## src/rtl/crc_serial_pkg.sv

```systemverilog
package crc_serial_pkg;

  typedef enum logic [1:0] {
    LEN_FULL = 2'b00,
    LEN_MID  = 2'b01,
    LEN_NIB  = 2'b10,
    LEN_ALT  = 2'b11
  } crc_len_e;

endpackage

```

## src/rtl/crc_lfsr.sv

```systemverilog
module crc_lfsr
  import crc_serial_pkg::*;
#(
  parameter int W       = 16,
  parameter int MID_W   = 8,
  parameter int SHORT_W = 4
) (
  input  logic         clk,
  input  logic         rst_n,
  input  logic         load,
  input  logic         step,
  input  logic         din,
  input  logic [W-1:0] init,
  input  logic [W-1:0] poly,
  input  crc_len_e     len,
  output logic [W-1:0] crc,
  output logic [W-1:0] mask,
  output logic         rem_zero
);

  localparam logic [W-1:0] ONE = W'(1);

  function automatic logic [W-1:0] len_mask(crc_len_e l);
    case (l)
      LEN_MID: len_mask = (ONE << MID_W) - ONE;
      LEN_NIB: len_mask = (ONE << SHORT_W) - ONE;
      default: len_mask = '1;
    endcase
  endfunction

  function automatic logic top_bit(logic [W-1:0] c, crc_len_e l);
    case (l)
      LEN_MID: top_bit = c[MID_W-1];
      LEN_NIB: top_bit = c[SHORT_W-1];
      default: top_bit = c[W-1];
    endcase
  endfunction

  function automatic logic [W-1:0] crc_step(logic [W-1:0] c, logic b,
                                            logic [W-1:0] p, crc_len_e l);
    logic [W-1:0] nxt;
    nxt = c << 1;
    if (top_bit(c, l) ^ b) nxt = nxt ^ (p | ONE);
    crc_step = nxt & len_mask(l);
  endfunction

  assign mask     = len_mask(len);
  assign rem_zero = ((crc & mask) == '0);

  always_ff @(posedge clk) begin
    if (!rst_n)    crc <= '0;
    else if (load) crc <= init & mask;
    else if (step) crc <= crc_step(crc, din, poly, len);
  end

endmodule

```

## config.mk

```make
export PLATFORM = sky130hd
export DESIGN_NAME = crc_lfsr
export DESIGN_NICKNAME = d
export VERILOG_FILES = /design/src/rtl/crc_serial_pkg.sv /design/src/rtl/crc_lfsr.sv
export SDC_FILE = /design/constraint.sdc
export NUM_CORES = 1
export LEC_CHECK = 0
export BUFFER_PORTS_ARGS = -buffer_cell sky130_fd_sc_hd__buf_2
export CAP_MARGIN = 20
export CORE_MARGIN = 2
export CORE_UTILIZATION = 35
export CTS_BUF_LIST = sky130_fd_sc_hd__clkbuf_8
export DETAILED_ROUTE_END_ITERATION = 10
export PLACE_DENSITY = 0.64
export REMOVE_ABC_BUFFERS = 1
export SYNTH_ARGS = -nofsm -noshare
export SYNTH_HDL_FRONTEND = slang
export SYNTH_SLANG_ARGS = --single-unit
```

## constraint.sdc

```tcl
create_clock -name clk -period 1.8 [get_ports clk]
set_clock_uncertainty 0.05 [all_clocks]
set_input_delay 0.18 -clock clk [delete_from_list [all_inputs] [get_ports clk]]
set_output_delay 0.18 -clock clk [all_outputs]
set_load 0.01 [all_outputs]
```

Word level (Yosys, flattened, before mapping)
Index checks and enable logic that the tools add are counted.
W data, S select, Z words.
{"block": "totals", "output_inout_bits": 33, "ff_bits": 16, "inputBits": 39}
{"block": "op_classes", "n_eq_ne": 2, "mux": 14, "reduce_logical": 2, "bitwise": 5}
{"operator": "$mux W16", "count": 9}
{"operator": "$and A16 B16 Y16", "count": 3}
{"operator": "$pmux W16 S2", "count": 1}
{"operator": "$logic_not A16 Y1", "count": 1}
{"operator": "$xor A16 B16 Y16", "count": 1}
{"operator": "$mux W1", "count": 3}
{"operator": "$eq A2 B1 Y1 const B", "count": 1}
{"operator": "$eq A2 B2 Y1 const B", "count": 1}
{"operator": "$pmux W1 S2", "count": 1}
{"operator": "$reduce_bool A2 Y1", "count": 1}
{"operator": "$xor A1 B1 Y1", "count": 1}

Depth between registers and ports, before layout
{"block": "depth", "depth_word": 13, "ltp_mapped": 9, "ltp_nobuf": 6}

Worst setup path before layout
OpenSTA, ideal clock, no wires.
{"block": "synth_path", "path_kind": "input -> register", "startpoint": "input port len[0]", "endpoint": "register crc[5]", "arrival_time_ns": 1.936, "setup_slack_ns": -0.260, "path_buffers": 1, "stages": 7, "required_time_ns": 1.676, "path_cell_list": "inv_1 ha_1 and2b_1 mux2_4 buf_6 or4_1 a31oi_1"}
{"block": "synth_between", "elab_chain_cells": 13}
{"item": "start: declaration", "line_no": "crc_lfsr.sv:15", "text": "input crc_len_e len,"}
{"item": "$eq A2 B2 Y1 or $eq A2 B1 Y1 (tied branches)", "line_no": "crc_lfsr.sv:24, crc_lfsr.sv:32"}
{"item": "$pmux W1 S2", "line_no": "crc_lfsr.sv:32", "text": "case (l)"}
{"item": "$mux W1", "line_no": "crc_lfsr.sv:53", "text": "else if (step) crc <= crc_step(crc, din, poly, len);"}
{"item": "$mux W1", "line_no": "crc_lfsr.sv:52", "text": "else if (load) crc <= init & mask;"}
{"item": "$mux W1", "line_no": "crc_lfsr.sv:51", "text": "if (!rst_n) crc <= '0;"}
{"item": "$xor A1 B1 Y1", "line_no": "crc_lfsr.sv:43", "text": "if (top_bit(c, l) ^ b) nxt = nxt ^ (p | ONE);"}
{"item": "$mux W16", "line_no": "crc_lfsr.sv:43"}
{"item": "$mux W16", "line_no": "crc_lfsr.sv:53"}
{"item": "$mux W16", "line_no": "crc_lfsr.sv:52"}
{"item": "$mux W16", "line_no": "crc_lfsr.sv:51"}
{"item": "$and A16 B16 Y16", "line_no": "crc_lfsr.sv:44", "text": "crc_step = nxt & len_mask(l);"}
{"item": "$mux W16", "line_no": "crc_lfsr.sv:53"}
{"item": "$mux W16 *", "line_no": "crc_lfsr.sv:52"}
{"item": "end signal: assignment", "line_no": "crc_lfsr.sv:52"}
{"item": "end signal: assignment", "line_no": "crc_lfsr.sv:53"}
{"item": "end: declaration", "line_no": "crc_lfsr.sv:16", "text": "output logic [W-1:0] crc,"}
Every way passes the cells marked *; elsewhere a longest branch is shown, timed or not. The select of a mux whose other input is x is not followed.
A chain may end at the register's enable or synchronous reset.

Worst setup path after layout
{"block": "layout_path", "startpoint": "register crc[7]", "endpoint": "register crc[11]"}
{"block": "layout_between", "elab_chain_cells": 12}
{"item": "$pmux W1 S2", "line_no": "crc_lfsr.sv:32"}
{"item": "$mux W1", "line_no": "crc_lfsr.sv:53"}
{"item": "$mux W1", "line_no": "crc_lfsr.sv:52"}
{"item": "$mux W1", "line_no": "crc_lfsr.sv:51"}
{"item": "$xor A1 B1 Y1", "line_no": "crc_lfsr.sv:43"}
{"item": "$mux W16", "line_no": "crc_lfsr.sv:43"}
{"item": "$mux W16", "line_no": "crc_lfsr.sv:53"}
{"item": "$mux W16", "line_no": "crc_lfsr.sv:52"}
{"item": "$mux W16", "line_no": "crc_lfsr.sv:51"}
{"item": "$and A16 B16 Y16", "line_no": "crc_lfsr.sv:44"}
{"item": "$mux W16", "line_no": "crc_lfsr.sv:53"}
{"item": "$mux W16", "line_no": "crc_lfsr.sv:52"}
No other way between the ends. The select of a mux whose other input is x is not followed.

==> results.ini <==
[synthesis]
synth_top_family_by_area=compound AO/OA/AOI/OAI gates
syn_inst=198
ys_dominant_reg_cell=dfxtp_1
synth-edff-count=0
synth-compound-area-share_pct=34.1
synthAdderAreaFrac_pct=2.56
synthMuxAreaShare_pct=1.71
synth_xor_area_share_pct=0
yosysTopAreaCellShare_pct=21.8
syn-cell-area_um2=1470
yosys.area.top_type=dfxtp_1
synth.distinct_cells=34
yosys.area_share.simple_pct=22.4
synth_area_leaders=dfxtp_1 (22%), buf_4 (7.7%), a21oi_1 (7.2%)
yosys_warnings=0
syn_avg_cell_area_um2=7.41
ys_seq_elements=16
synthArstFlopShare_pct=0
ys_seq_area_share_pct=21.8

[cells_and_area]
drive_above_1_share_pct=38.7
diodes=0
postLayoutCellArea_um2=1990
final_core_util_pct=49.4
final_cell_mix=buf_2 (65), buf_4 (24), a21oi_1 (21)
n_fill_cell=431
reg_top3=crc: 16 flops
largest_reg_flops=16
area_growth_pct=35.8
top_register=crc
multiInputGateArea_um2=971
nets=313
layout_commonest_cell=buf_2
final-seq-area_um2=322

[sta]
fmax_mhz=542
drv_slew=0
finalHoldViolations=0
rsz0062_at_grt=yes
fin_ws_ns=-0.0443
post-route-period-util_pct=102
fin_crit_ns=1.84
final.setup.tns_ns=-0.0646
setup_viol=5

[global_route]
overflow=0
grt_pass1_wl_mm=7.03
antenna_found_initial=0
grt_max_degree=18
grt_usage_pct=19.5
grt_pass1_vias=1509

[worst_setup_path]
crit_end=crc[11]
worstRegToRegCells=5
critPathLaunchType=register
setup.worst_path.end_class=register
crit_fanout=6
r2r_slack_ns=-0.04
r2r-start=crc[7]
critPathArrivalTime_ns=1.95
crit_start=crc[7]
r2r-end=crc[11]
path_class=reg2reg
required_ns=1.91

[cts]
clock_path_buffers=2
clk_latency_ns=0.25
htree_levels=1
cts_tree=yes
root_buffer=clkbuf_8
clk_pin_slew_ns=0.07
cts_buffers=3
clock_sinks=16

[min_path]
hold_start=init[0]
hold_path_class=in2reg

[die]
rows=23
fp.dieW_um=68.7
initial_core_util_pct=36.4
dieArea_um2=4720
core-area_um2=4030
die_h_um=68.7
pin_count=72

[outcome]
violations=setup timing
status=finished with violations

[drt]
wl_met1_mm=2.10
wl_met2_mm=2.07
route.met3.wl_um=327
drtIter0Drc=99
post_drt_wl_per_cell_um=14.2
routed.top_layer=met4
vias=1729
drt_wl_total_mm=4.54
routed_via_density=5.42
drt_pre_antenna_iters=4
ant_nets=0
drc_errors=0

[place]
place_area_um2=1850
post-dp-hpwl_mm=3.08
port-buffer-count=66
gp_congestion=0.793

[power_and_ir_drop]
power_density_nw_per_um2=577
vdd_ir_drop_max_v=0.000255
power.leakage_nw=0.954

[run]
cap_violations=0

==> cells in the mapped netlist, types with 3 or more instances <==
cell type / count
inv_1: 21
o311ai_0: 4
clkbuf_1: 10
a21oi_1: 21
nor3b_1: 6
a311oi_1: 8
ha_1: 3
a31oi_1: 4
o21ai_0: 5
a21boi_0: 8
nor4_1: 4
buf_4: 15
nor2b_1: 4
or4_1: 12
o31ai_1: 12
nand2_1: 9
nand4_1: 3
o2111ai_1: 6
nor2_1: 9
nand4b_1: 3
dfxtp_1: 16
==> worst max-delay path: stages (launching register included) <==
cell and delay, ns:
dfxtp_2 0.33, a22oi_2 0.18, buf_6 0.14, mux2_4 0.33, or4_1 0.46, a311oi_1 0.25
==> per-stage QoR <==
| step | setup slack (ns) | std cells | hold WS [ns] | power (mW) |
|---|---|---|---|---|
| final | -0.0443 | 319 | 0.144 | 1.15 |
| after floorplan | -0.761 | 173 | 0.232 | 0.630 |
| after detailed placement | -0.316 | 309 | 0.389 | 0.841 |
| after global routing | -0.112 | 319 | 0.153 | 1.23 |
| after CTS | -0.0123 | 317 | 0.123 | 1.14 |
| after global placement | -0.265 | 309 | 0.385 | 0.837 |
==> per-layer routing <==
layer	vias up	global-route usage [%]
met1	773	26.8
met5	-	0
li1	879	-
met2	73	31.5
met3	4	2.76
met4	0	6.13
==> final cells by class <==
| type | instances | area share [%] |
|---|---|---|
| inverters | 21 | 3.96 |
| repair buffers | 90 | 25.9 |
| multi-input cells | 139 | 48.7 |
| well taps | 50 | 3.14 |
| flip-flops and latches | 16 | 16.1 |
| clock buffers | 3 | 2.07 |
==> power breakdown <==
| group | internal, mW | switching [mW] | total (mW) | leakage, nW |
|---|---|---|---|---|
| logic | 0.220 | 0.240 | 0.459 | 0.801 |
| clock network | 0.149 | 0.128 | 0.276 | 0.0216 |
| registers | 0.380 | 0.0340 | 0.414 | 0.132 |
==> logic make-up after synthesis <==
kind of cell,Yosys count
compound gates,72
fa+ha+maj,3
flops,16
other cells,1
simple gates,55
mux,2
buf+inv,49
==> what timing repair did <==
| action | CTS | global route |
|---|---|---|
| hold buffers | 0 | 0 |
| endpoints found under the setup margin | 8 | 14 |
| gates resized for setup | 4 | 5 |
| buffers inserted | 3 | 1 |
| pin swaps | 9 | 4 |
| cloned | 2 | 1 |
==> how the worst min path moves through the flow <==
| stage | end | slack [ns] | depth (start not counted) |
|---|---|---|---|
| floorplan | crc[0] | 0.23 | 1 |
| global placement | crc[0] | 0.39 | 3 |
| detailed placement | crc[0] | 0.39 | 3 |
| CTS | crc[0] | 0.12 | 3 |
| global route | crc[0] | 0.15 | 3 |
| finish | crc[0] | 0.14 | 3 |
No activity file was read; power rests on OpenSTA's default activity.
